`config.mk`:
```
export PLATFORM = sky130hd
export DESIGN_NAME = tpc_path_cache
export DESIGN_NICKNAME = d
export VERILOG_FILES = /design/src/rtl/tpc_pkg.sv /design/src/rtl/tpc_match.sv /design/src/rtl/tpc_select.sv /design/src/rtl/tpc_lru.sv /design/src/rtl/tpc_path_cache.sv
export SDC_FILE = /design/constraint.sdc
export NUM_CORES = 1
export LEC_CHECK = 0
export BUFFER_PORTS_ARGS = -buffer_cell sky130_fd_sc_hd__clkbuf_2
export CAP_MARGIN = 40
export CELL_PAD_IN_SITES_DETAIL_PLACEMENT = 1
export CELL_PAD_IN_SITES_GLOBAL_PLACEMENT = 1
export CORE_MARGIN = 2
export CORE_UTILIZATION = 50
export CTS_CLUSTER_DIAMETER = 200
export CTS_CLUSTER_SIZE = 20
export DETAILED_ROUTE_END_ITERATION = 10
export PLACE_DENSITY_LB_ADDON = 0.08
export SYNTH_ARGS = -nofsm -noshare
export SYNTH_HDL_FRONTEND = slang
export SYNTH_HIERARCHICAL = 1
export SYNTH_SLANG_ARGS = --single-unit
```
`constraint.sdc`:
```
create_clock -name clk -period 28.3 [get_ports clk]
set_input_delay 5.66 -clock clk [delete_from_list [all_inputs] [get_ports clk]]
set_output_delay 5.66 -clock clk [all_outputs]
set_load 0.01 [all_outputs]
```
`src/rtl/tpc_pkg.sv`:
```
package tpc_pkg;
  localparam int VA_W   = 48;
  localparam int IDX_W  = 9;
  localparam int LEVELS = 3;
  localparam int PG_SH  = 12;
  localparam int TAG_W  = IDX_W * LEVELS;

  typedef logic [1:0] lvl_t;

  // field j: 0 = top level, 1 = second, 2 = third
  function automatic logic [TAG_W-1:0] tag_of(input logic [VA_W-1:0] va);
    logic [TAG_W-1:0] t;
    for (int j = 0; j < LEVELS; j++)
      t[j*IDX_W +: IDX_W] = va[PG_SH + IDX_W*(LEVELS-j) +: IDX_W];
    return t;
  endfunction

  // number of leading fields (from the top) that agree
  function automatic lvl_t match_depth(input logic [TAG_W-1:0] a,
                                       input logic [TAG_W-1:0] b);
    lvl_t d;
    logic run;
    d   = '0;
    run = 1'b1;
    for (int j = 0; j < LEVELS; j++) begin
      run = run && (a[j*IDX_W +: IDX_W] == b[j*IDX_W +: IDX_W]);
      if (run) d = lvl_t'(j + 1);
    end
    return d;
  endfunction
endpackage

```
`src/rtl/tpc_match.sv`:
```
module tpc_match
  import tpc_pkg::*;
(
  input  logic             slot_valid,
  input  logic [TAG_W-1:0] slot_tag,
  input  logic [TAG_W-1:0] key_tag,
  output lvl_t             depth
);
  assign depth = slot_valid ? match_depth(slot_tag, key_tag) : lvl_t'(0);
endmodule

```
`src/rtl/tpc_select.sv`:
```
module tpc_select
  import tpc_pkg::*;
#(
  parameter int N_SLOTS = 4,
  localparam int IW = (N_SLOTS > 1) ? $clog2(N_SLOTS) : 1
) (
  input  logic [2*N_SLOTS-1:0] depths,
  output lvl_t                 best_lvl,
  output logic [IW-1:0]        best_idx
);
  always_comb begin
    best_lvl = '0;
    best_idx = '0;
    for (int i = N_SLOTS - 1; i >= 0; i--) begin
      if (depths[2*i +: 2] != 2'd0 && depths[2*i +: 2] >= best_lvl) begin
        best_lvl = depths[2*i +: 2];
        best_idx = IW'(i);
      end
    end
  end
endmodule

```
`src/rtl/tpc_lru.sv`:
```
module tpc_lru #(
  parameter int N_SLOTS = 4,
  localparam int IW = (N_SLOTS > 1) ? $clog2(N_SLOTS) : 1
) (
  input  logic                  clk,
  input  logic                  rst_n,
  input  logic                  touch_en,
  input  logic [IW-1:0]         touch_idx,
  input  logic [N_SLOTS-1:0]    valid_vec,
  output logic [N_SLOTS*IW-1:0] ages,
  output logic [IW-1:0]         victim
);
  logic [IW-1:0] age_q [N_SLOTS];
  logic [IW-1:0] touch_age;

  assign touch_age = age_q[touch_idx];

  always_ff @(posedge clk) begin
    if (!rst_n) begin
      for (int i = 0; i < N_SLOTS; i++) age_q[i] <= IW'(i);
    end else if (touch_en) begin
      for (int i = 0; i < N_SLOTS; i++) begin
        if (IW'(i) == touch_idx)       age_q[i] <= '0;
        else if (age_q[i] < touch_age) age_q[i] <= age_q[i] + 1'b1;
      end
    end
  end

  always_comb begin
    victim = '0;
    for (int i = 0; i < N_SLOTS; i++)
      if (age_q[i] == IW'(N_SLOTS - 1)) victim = IW'(i);
    for (int i = N_SLOTS - 1; i >= 0; i--)
      if (!valid_vec[i]) victim = IW'(i);
  end

  for (genvar g = 0; g < N_SLOTS; g++) begin : g_age
    assign ages[g*IW +: IW] = age_q[g];
  end
endmodule

```
`src/rtl/tpc_path_cache.sv`:
```
module tpc_path_cache
  import tpc_pkg::*;
#(
  parameter int N_SLOTS = 4,
  parameter int PPN_W   = 36
) (
  input  logic             clk,
  input  logic             rst_n,
  input  logic [PPN_W-1:0] root_ppn,
  input  logic             flush,
  input  logic             lk_valid,
  input  logic [VA_W-1:0]  lk_vaddr,
  output logic             lk_rsp_valid,
  output logic [1:0]       lk_rsp_level,
  output logic [PPN_W-1:0] lk_rsp_ppn,
  input  logic             fill_valid,
  input  logic             fill_fault,
  input  logic [VA_W-1:0]  fill_vaddr,
  input  logic [PPN_W-1:0] fill_ptr_l4,
  input  logic [PPN_W-1:0] fill_ptr_l3,
  input  logic [PPN_W-1:0] fill_ptr_l2
);
  localparam int IW = (N_SLOTS > 1) ? $clog2(N_SLOTS) : 1;

  logic [N_SLOTS-1:0] valid_q;
  logic [TAG_W-1:0]   tag_q [N_SLOTS];
  logic [PPN_W-1:0]   ptr_q [N_SLOTS][LEVELS];
  logic [PPN_W-1:0]   root_q;

  logic [2*N_SLOTS-1:0] lk_depths, fl_depths;
  lvl_t                 lk_lvl, fl_lvl;
  logic [IW-1:0]        lk_idx, fl_idx, victim, fill_slot, touch_idx;
  logic [N_SLOTS*IW-1:0] ages;

  // named events used by the checker
  logic flush_any, fill_do, fill_refresh, hit_touch, touch_en;

  logic [TAG_W-1:0] lk_key, fl_key;
  assign lk_key = tag_of(lk_vaddr);
  assign fl_key = tag_of(fill_vaddr);

  for (genvar g = 0; g < N_SLOTS; g++) begin : g_slot
    tpc_match u_lk (.slot_valid(valid_q[g]), .slot_tag(tag_q[g]),
                    .key_tag(lk_key), .depth(lk_depths[2*g +: 2]));
    tpc_match u_fl (.slot_valid(valid_q[g]), .slot_tag(tag_q[g]),
                    .key_tag(fl_key), .depth(fl_depths[2*g +: 2]));
  end

  tpc_select #(.N_SLOTS(N_SLOTS)) u_sel_lk (.depths(lk_depths), .best_lvl(lk_lvl), .best_idx(lk_idx));
  tpc_select #(.N_SLOTS(N_SLOTS)) u_sel_fl (.depths(fl_depths), .best_lvl(fl_lvl), .best_idx(fl_idx));

  assign flush_any    = flush || (root_ppn != root_q);
  assign fill_do      = fill_valid && !fill_fault && !flush_any;
  assign fill_refresh = (fl_lvl == lvl_t'(LEVELS));
  assign fill_slot    = fill_refresh ? fl_idx : victim;
  assign hit_touch    = lk_valid && !flush_any && (lk_lvl != 2'd0);
  assign touch_en     = fill_do || hit_touch;
  assign touch_idx    = fill_do ? fill_slot : lk_idx;

  tpc_lru #(.N_SLOTS(N_SLOTS)) u_lru (
    .clk(clk), .rst_n(rst_n), .touch_en(touch_en), .touch_idx(touch_idx),
    .valid_vec(valid_q), .ages(ages), .victim(victim)
  );

  always_ff @(posedge clk) begin
    if (!rst_n) begin
      valid_q <= '0;
      root_q  <= root_ppn;
    end else begin
      root_q <= root_ppn;
      if (flush_any) valid_q <= '0;
      else if (fill_do) valid_q[fill_slot] <= 1'b1;
    end
  end

  always_ff @(posedge clk) begin
    if (fill_do) begin
      tag_q[fill_slot]    <= fl_key;
      ptr_q[fill_slot][0] <= fill_ptr_l4;
      ptr_q[fill_slot][1] <= fill_ptr_l3;
      ptr_q[fill_slot][2] <= fill_ptr_l2;
    end
  end

  always_ff @(posedge clk) begin
    if (!rst_n) begin
      lk_rsp_valid <= 1'b0;
      lk_rsp_level <= '0;
      lk_rsp_ppn   <= '0;
    end else begin
      lk_rsp_valid <= lk_valid;
      if (flush_any || lk_lvl == 2'd0) begin
        lk_rsp_level <= '0;
        lk_rsp_ppn   <= root_ppn;
      end else begin
        lk_rsp_level <= lk_lvl;
        lk_rsp_ppn   <= ptr_q[lk_idx][lk_lvl - 2'd1];
      end
    end
  end
endmodule

```
======== Word-level counts from Yosys, hierarchy flattened ========
Memories as Yosys holds them, arrays and structs flattened.
Cells that the tools add are included.
storage, ports and cells
  register bits ........................... 79
  bits in writable memories ............... 548
  logic and storage cells ................. 228
  memories ................................ 3
memories
  memory       words  bits a word  rd ports  clocked after Yosys merged registers in  wr ports  RTL line              RTL
  ptr_q        4      108          1         0                                        1         tpc_path_cache.sv:27  logic [PPN_W-1:0] ptr_q [N_SLOTS][LEVELS];
  tag_q        4      27           4         0                                        1         tpc_path_cache.sv:26  logic [TAG_W-1:0] tag_q [N_SLOTS];
  u_lru.age_q  4      2            5         0                                        4         tpc_lru.sv:13         logic [IW-1:0] age_q [N_SLOTS];
operators by class
  add/sub/neg operators ................... 5
  magnitude comparators ................... 15
  eq/ne operators ......................... 32
  mux-type cells .......................... 110
  bitwise logic cells ..................... 11
  reduce and logical (&&, ||, !) cells .... 47
operators by type and width
  operator               number
  $eq A9 B9 Y1           24
  $mux W2                56
  $mux W36               3
  $bmux W36 S2           1
  $mux W1                49
  $ne A36 B36 Y1         1
  $logic_and A1 B1 Y1    29
  $reduce_bool A2 Y1     9
  $ge A2 B2 Y1           6
  $add A2 B1 Y2 const B  4
  $eq A2 B2 Y1 const B   4
  $lt A2 B2 Y1           4
  $or A1 B1 Y1           8
  $ge A2 B1 Y1 const B   3
  $eq A2 B2 Y1 const A   2
  $logic_not A2 Y1       2
  $or A4 B4 Y4           1
  $reduce_or A2 Y1       2
  $ge A3 B3 Y1 const B   1
  $logic_or A1 B1 Y1     3
  $lt A2 B3 Y1 const B   1
  $not A2 Y3             1
  $demux W1 S2           1
  $eq A1 B2 Y1 const A   1
  other kinds (3)        4

======== Logic depth before layout (Yosys ltp) ========
Gate-level depths: netlist of run 1.
An unclocked memory read counts as a cell.
  word-level depth ........................ 29
  depth in mapped cells ................... 30
  depth with buffers taken out ............ 28

======== Cells and area by module ========
The synthesis of run 1 kept the hierarchy.
modules (own cells, without submodules)
  module          instances  cells an instance  area an instance (sq um)  sequential area each (sq um)
  tpc_path_cache  1          1104               22467.8                   17797.1
  tpc_match       8          38                 314.1                     0.0
  tpc_lru         1          73                 725.7                     240.2
  tpc_select      2          38                 265.3                     0.0

======== Worst setup path after synthesis of run 1 ========
No wires, ideal clock.
  kind .................................... in2reg
  from .................................... input port fill_vaddr[46]
  to ...................................... memory ptr_q[1][0] in the netlist's numbering (enable)
  setup time .............................. 0.959 ns
  data arrival time ....................... 22.320 ns
  data required time ...................... 27.341 ns
  path slack .............................. 5.021 ns
  stages on the path ...................... 22
  path buffers ............................ 0
  cells stage by stage .................... xor2_1 nor4_2 nand4_1 a21oi_1 inv_1 ha_1 nand2b_4 a31oi_1 o2bb2ai_1 ha_1 nand2b_1 a41o_1 a21oi_1 a31oi_1 ha_1 nand2b_1 a21o_1 and2_1 o21bai_1 nand2_1 mux2_2 nor4_1
between the ends
  elaborated cells between the ends (all ways) .. 50
RTL lines
  element                                                    RTL line                      RTL
  start, declared                                            tpc_path_cache.sv:18          input logic [VA_W-1:0] fill_vaddr,
  $eq A9 B9 Y1 *                                             tpc_pkg.sv:26                 run = run && (a[j*IDX_W +: IDX_W] == b[j*IDX_W +: IDX_W]);
  $mux W1 / $logic_and A1 B1 Y1 (equally long branches)      tpc_pkg.sv:27, tpc_pkg.sv:26
  $mux W2 / $logic_and A1 B1 Y1 (equally long branches)      tpc_pkg.sv:27, tpc_pkg.sv:26
  $mux W2 *                                                  tpc_pkg.sv:27                 if (run) d = lvl_t'(j + 1);
  $mux W2 *                                                  tpc_match.sv:9                assign depth = slot_valid ? match_depth(slot_tag, key_tag) : lvl_t'(0);
  named net fl_depths[4]                                     tpc_path_cache.sv:30          logic [2*N_SLOTS-1:0] lk_depths, fl_depths;
  $ge A2 B2 Y1 / $reduce_bool A2 Y1 (equally long branches)  tpc_select.sv:15              if (depths[2*i +: 2] != 2'd0 && depths[2*i +: 2] >= best_lvl) begin
  $logic_and A1 B1 Y1                                        tpc_select.sv:15
  (+2 left out)                                              -
  $logic_and A1 B1 Y1                                        tpc_select.sv:15
  $mux W2 *                                                  tpc_select.sv:15
  $ge A2 B2 Y1                                               tpc_select.sv:15
  $logic_and A1 B1 Y1                                        tpc_select.sv:15
  $mux W2 *                                                  tpc_select.sv:15
  named net fl_lvl[0]                                        tpc_path_cache.sv:31          lvl_t lk_lvl, fl_lvl;
  $eq A2 B2 Y1 *                                             tpc_path_cache.sv:54          assign fill_refresh = (fl_lvl == lvl_t'(LEVELS));
  $mux W2 *                                                  tpc_path_cache.sv:55          assign fill_slot = fill_refresh ? fl_idx : victim;
  end, declared                                              tpc_path_cache.sv:27
Mark *: on every way through the listed nets, which the timed path passes. The rest lies on a longest branch.

==> flow_metrics.env, run 1 <==
export IMPL_yosys_warnings=6
export IMPL_fp_dieW_um=233
export IMPL_worst_slew_pin_slew_ns=0.987
export IMPL_hold_depth=2
export IMPL_dpl_hpwl_um=43100
export IMPL_netlist_cell_type_count=60
export IMPL_synth_edff_count=548
export IMPL_final_max_slew_viol_count=0
export IMPL_grt_first_pass_wirelength_um=96000
export IMPL_drt_first_pass_iters=5
export IMPL_cts_tree="built"
export IMPL_synth_area_per_cell_um2=16.9
export IMPL_outcome="finished clean"
export IMPL_synth_seq_area_share_pct=68.7
export IMPL_dp_slack_ns=15.55
export IMPL_port_buffers=242
export IMPL_route_final_wire_length_um=64000
export IMPL_period_share_pct=43.3
export IMPL_worstSkewPairLatency_ns=0.57
export IMPL_routabilityCongestion=0.805
export IMPL_std_cell_rows=83
export IMPL_critical_path_startpoint_type="input port"
export IMPL_design_die_area_um2=54300
export IMPL_setup_ws_ns=16.05
export IMPL_global_route_usage_met3_pct=4.74
export IMPL_antenna_left=0
export IMPL_hold_viol=0
export IMPL_worstHoldEndpoint="valid_q[1]"
export IMPL_post_cts_repair_setup_buffers=0
export IMPL_holdCritStartpoint="valid_q[1]"
export IMPL_layout_nets=2079
export IMPL_groute_layer_met1_usage_pct=31.6
export IMPL_critical_path_peak_fanout=8
export IMPL_clockRootBuffer="clkbuf_16"
export IMPL_ioPinCount=285
export IMPL_min_delay_path_class="reg2reg"
export IMPL_mapped_nets=1821
export IMPL_share_of_layout_cells_above_drive_strength_1_pct=24.9
export IMPL_post_drt_via_cell_ratio=5.72
export IMPL_grt_start_max_net_pins=127
export IMPL_crit_required_ns=28.56
export IMPL_path_delay_family="compound AO/OA/AOI/OAI gates"
export IMPL_dr_total_vias=14500
export IMPL_cts_buffers_inserted=37
export IMPL_grt_pass1_vias=15500
export IMPL_grtUsageMet2_pct=40.5
export IMPL_detailedRoute_firstIterationViolations=801
export IMPL_finalSetupTns_ns=0
export IMPL_power_density_nw_per_um2=55.5
export IMPL_worstReg2RegStart="tag_q[3][8]"
export IMPL_global_route_overflow_total=0
export IMPL_grt_busiest_layer="met2"
export IMPL_reg2reg_slack_ns=20.89
export IMPL_clkSlewWorstSetupHoldPaths_ns=0.09
export IMPL_maxCapViolCount=0
export IMPL_timing_setup_critical_path_class="in2reg"
export IMPL_worst_slew_margin_rel_pct=34.2
export IMPL_crit_reg2reg_capture="u_lru/age_q[1][0]"
export IMPL_clock_sink_count=627
export IMPL_core_region_area_um2=51600
export IMPL_timing_critical_path_slowest_stage_cell="a21oi_1"
export IMPL_drcViolationCount=0
export IMPL_antenna_found_initial=14
export IMPL_crit_buf_inv=2
export IMPL_synth_ff_type="edfxtp_1"
export IMPL_final_setup_viol_count=0
export IMPL_ys_async_sr_fraction_pct=0
export IMPL_cp_end_kind="flop"
export IMPL_syn_to_final_growth_pct=12.5
export IMPL_grt_setup_unrepaired="false"
export IMPL_initial_utilization_pct=50.8
export IMPL_arrival_ns=12.50
export IMPL_worst_path_most_repeated_cell="ha_1"
export IMPL_number_of_cells_produced_by_synthesis=1557
export IMPL_cts_resized=0
export IMPL_netlist_area_um2=26200
export IMPL_ctsHtreeMaxLevel=2
export IMPL_fmax_mhz=81.7
export IMPL_slowest_delay_ns=0.54
export IMPL_rr_worst_depth=25
export IMPL_vdd_drop_max_uv=51.8
export IMPL_die_h_um=233
export IMPL_max_clock_path_buffers=3
export IMPL_post_synthesis_register_bit_count=627
export IMPL_power_leakage_nw=10.1
export IMPL_min_period_ns=12.25
export IMPL_hold_buffers=0
export IMPL_gr_usage_all_layers_pct=23.9
export IMPL_fin_util_pct=57.2
export IMPL_finalClockSkew_ns=0.0231
export IMPL_post_layout_total_power_mw=1.64
export IMPL_detail_route_wl_per_cell_um=25.3
==> cells in the mapped netlist, types with 7 or more instances <==
cell type  number  area, um2
ha_1           18        225
nor2b_1        25        156
buf_1           8       30.0
nor3_1         22        110
buf_2          15       75.1
nand3_1         9       45.0
xnor2_1        82        718
a22oi_1        36        270
nor4_2         18        225
edfxtp_1      548      16500
nand2b_1        9       56.3
and2_1          7       43.8
clkbuf_1       22       82.6
nor4_1         31        194
dfxtp_1        79       1580
xor2_1        165       1450
nor2_1         11       41.3
nand4_1        28        175
mux4_2        110       2480
a21oi_1        20        100
nand2_1       160        601
mux2i_1        38        380
inv_1          21       78.8
==> worst register-to-register path: stages (launching register included) <==
cell	delay, ns
edfxtp_1	0.43
xor2_1	0.17
nor4_2	0.40
nand4_1	0.29
a21oi_1	0.34
ha_1	0.29
nand2b_4	0.15
a31oi_1	0.33
o2bb2ai_1	0.19
ha_1	0.26
nand2b_1	0.17
a41o_1	0.26
a21oi_1	0.23
a31oi_1	0.09
ha_1	0.29
nand2b_1	0.14
a21o_1	0.21
a32o_1	0.21
o21bai_1	0.49
inv_1	0.14
ha_1	0.32
nand2b_1	0.19
a21oi_1	0.54
nand2_1	0.26
or3_1	0.43
o221ai_1	0.26
==> layout make-up <==
cell class | count | area (um2)
fill | 4753 | 22100
sequential | 627 | 18000
multi-input combinational | 858 | 7900
timing repair buffer | 270 | 1530
clock buffer | 66 | 1080
tap | 680 | 851
inverter | 21 | 78.8
clock inverter | 2 | 25.0
antenna | 6 | 15.0
==> per-layer routing <==
layer	part of all wire, %	wire [um]
met1	42	27200
met2	50	32100
met3	4.9	3150
met4	2.3	1500
met5	0.15	96
==> sequential cells by signal, indices dropped and copies added, names as in the netlist <==
signal,cells
ptr_q,432
root_q,36
lk_rsp_level,2
tag_q,108
valid_q,4
u_lru/age_q,8
lk_rsp_ppn,36
lk_rsp_valid,1
==> cells in the final DEF, fill, tap and decap left out, drive strengths merged, types with 3 or more instances in the layout <==
cell type,synthesis,routed
a21o,4,4
a21oi,20,20
a22oi,36,36
a311o,3,3
a31oi,6,6
and2,9,9
buf,29,29
clkbuf,22,307
dfxtp,79,79
diode,0,6
edfxtp,548,548
ha,18,18
inv,21,22
mux2,4,4
mux2i,38,38
mux4,110,110
nand2,160,160
nand2b,11,11
nand3,9,9
nand4,28,28
nor2,11,11
nor2b,25,25
nor3,22,22
nor3b,3,3
nor4,50,50
o21ai,6,6
or3,3,3
or4,3,3
xnor2,82,82
xor2,165,165
==> power breakdown <==
group          internal (mW)  leakage [nW]  switching (mW)
Clock                  0.262         0.524           0.295
Combinational         0.0268          3.96          0.0441
Sequential              1.01          5.58         0.00291
==> per-stage QoR <==
step / hold slack [ns] / instance area, um2 / std cells
global route: 0.619 / 29500 / 2529
global placement: 0.557 / 28300 / 2450
floorplan: 0.517 / 26200 / 1557
CTS: 0.590 / 29500 / 2524
finish: 0.613 / 29500 / 2530
detailed placement: 0.573 / 28400 / 2456
==> cells by family (layout without fill, tap and decap cells) <==
kind of cell | Yosys count | after routing | synth area share [%]
AOI/OAI and AO/OA | 101 | 101 | 2.77
xor gates and xnor gates | 247 | 247 | 8.25
adders and majority gates | 18 | 18 | 0.858
buffers and inverters | 72 | 359 | 1.34
DFF | 627 | 627 | 68.7
muxes | 152 | 152 | 11.1
other | 0 | 6 | 0
and+or+nand+nor | 340 | 340 | 6.97
==> worst max-delay path by stage <==
| stage | cells past startpoint | end | start |
|---|---|---|---|
| floorplan | 22 | ptr_q[1][0] | fill_vaddr[46] |
| global placement | 27 | u_lru/age_q[1][0] | lk_vaddr[28] |
| detailed placement | 27 | u_lru/age_q[1][1] | lk_vaddr[47] |
| CTS | 27 | u_lru/age_q[1][0] | lk_vaddr[47] |
| global route | 27 | u_lru/age_q[1][0] | lk_vaddr[47] |
| finish | 26 | u_lru/age_q[1][0] | lk_vaddr[47] |
(Power assumes the default switching activity.)
==> run 2: changes to the inputs <==
clock period = 11.6 ns   (was 28.3 ns; I/O delays follow)
==> run 2 against run 1 <==
  * Hold slack got worse by 0.017 ns
  * Sequential power increased by 140%
  * Clock skew increased by 0.0097 ns
  * Clock-buffer cell count decreased by 1
  * Register-to-register slack got worse by 17 ns
  * Routed wire length decreased by 1.8%
  * Die area unchanged
==> flow_metrics.env, run 2 (synthesis results as in run 1) <==
export IMPL_power_leakage_nw=10.0
export IMPL_cp_end_kind="flop"
export IMPL_share_of_layout_cells_above_drive_strength_1_pct=24.5
export IMPL_holdCritStartpoint="valid_q[0]"
export IMPL_drt_first_pass_iters=5
export IMPL_largest_register_ff_count=432
export IMPL_hold_buffers=0
export IMPL_cts_tree="built"
export IMPL_routabilityCongestion=0.817
export IMPL_route_final_wire_length_um=62800
export IMPL_design_die_area_um2=54300
export IMPL_critical_path_startpoint_type="input port"
export IMPL_ioPinCount=285
export IMPL_timing_setup_critical_path_class="in2reg"
export IMPL_global_route_overflow_total=0
export IMPL_fmax_mhz=113
export IMPL_dpl_hpwl_um=41400
export IMPL_min_delay_path_class="reg2reg"
export IMPL_worst_path_most_repeated_cell="ha_1"
export IMPL_initial_utilization_pct=50.8
export IMPL_hold_viol=0
export IMPL_power_density_nw_per_um2=135
export IMPL_fp_dieW_um=233
export IMPL_max_clock_path_buffers=3
export IMPL_antenna_left=0
export IMPL_worstReg2RegStart="tag_q[2][25]"
export IMPL_post_layout_total_power_mw=3.98
export IMPL_clock_sink_count=627
export IMPL_core_region_area_um2=51600
export IMPL_reg2reg_slack_ns=4.19
export IMPL_finalClockSkew_ns=0.0327
export IMPL_maxCapViolCount=0
export IMPL_setup_worst_path_start="lk_vaddr[24]"
export IMPL_min_period_ns=8.88
export IMPL_port_buffers=242
export IMPL_die_h_um=233
export IMPL_dp_slack_ns=2.13
export IMPL_slowest_delay_ns=0.57
export IMPL_cts_resized=0
export IMPL_clockRootBuffer="clkbuf_16"
export IMPL_ctsHtreeMaxLevel=2
export IMPL_dr_total_vias=14300
export IMPL_outcome="finished clean"
export IMPL_finalSetupTns_ns=0
export IMPL_max_flop_register="ptr_q"
export IMPL_grt_pass1_vias=15400
export IMPL_highest_count_cells_in_the_layout_ignoring_fill_and_taps="548 x edfxtp_1, 241 x clkbuf_2, 165 x xor2_1"
export IMPL_grt_start_max_net_pins=136
export IMPL_drcViolationCount=0
export IMPL_antenna_found_initial=12
export IMPL_post_drt_via_cell_ratio=5.66
export IMPL_final_setup_viol_count=0
export IMPL_critical_path_peak_fanout=33
export IMPL_worstSkewPairLatency_ns=0.58
export IMPL_post_cts_repair_setup_buffers=0
export IMPL_final_common_cell="edfxtp_1"
export IMPL_registers_with_the_highest_flip_flop_counts="ptr_q (432), tag_q (108)"
export IMPL_detailedRoute_firstIterationViolations=858
export IMPL_arrival_ns=9.22
export IMPL_grt_setup_unrepaired="false"
export IMPL_std_cell_rows=83
export IMPL_worst_slew_pin_slew_ns=0.984
export IMPL_layout_nets=2071
export IMPL_final_max_slew_viol_count=0
export IMPL_timing_critical_path_slowest_stage_cell="buf_4"
export IMPL_worst_slew_margin_rel_pct=32.7
export IMPL_vdd_drop_max_uv=142
export IMPL_grt_first_pass_wirelength_um=95200
export IMPL_clkSlewWorstSetupHoldPaths_ns=0.09
export IMPL_setup_ws_ns=2.72
export IMPL_period_share_pct=76.5
export IMPL_syn_to_final_growth_pct=12.3
export IMPL_crit_required_ns=11.94
export IMPL_cts_buffers_inserted=37
export IMPL_detail_route_wl_per_cell_um=24.9
export IMPL_gr_usage_all_layers_pct=23.6
-- run 2: critical path: cells and delay by family --
family          cells  cell delay (ns)
xor+xnor            1             0.19
buf+inv             4             1.00
mux                 2             1.03
fa+ha+maj           4             1.02
simple gates        5             1.09
compound gates     11             2.53
-- run 2: stage by stage --
step           utilization (%)  cells  hold slack (ns)  instance area (um2)
4_1_cts                   57.0   2515            0.595                29400
6_report                  57.1   2523            0.596                29500
2_1_floorplan                -   1557            0.517                26300
3_3_place_gp              54.8   2445            0.568                28300
5_1_grt                   57.1   2518            0.647                29400
3_5_place_dp              54.9   2448            0.579                28400
-- run 2: path summary, 6_finish.rpt --
kind,endpoint,cells past startpoint
worst max-delay path,u_lru/age_q[3][1],27
worst min-delay path,valid_q[0],2
worst max register to register,u_lru/age_q[3][1],26
worst min register to register,valid_q[0],2
-- run 2: cell type report --
| cell class | count | area (um2) |
|---|---|---|
| Multi-Input combinational cell | 858 | 7930 |
| Clock buffer | 65 | 1050 |
| Inverter | 21 | 78.8 |
| Fill cell | 4775 | 22200 |
| Timing Repair Buffer | 262 | 1460 |
| Tap cell | 680 | 851 |
| Antenna cell | 8 | 20.0 |
| Sequential cell | 627 | 18000 |
| Clock inverter | 2 | 32.5 |
-- run 2: metal layers --
metal	vias to the layer above	GRT usage [%]	wire length, um
met3	83	3.89	3080
met2	308	38.3	30500
met4	8	6.65	1370
li1	6513	-	-
met5	-	0	50
met1	7371	33.2	27800
-- run 2: power by group --
group	internal, mW	leakage, nW	total (mW)	switching (mW)
logic	0.0663	3.93	0.175	0.108
clock network	0.625	0.514	1.34	0.714
registers	2.46	5.58	2.47	0.00674
total	3.15	10.0	3.98	0.829
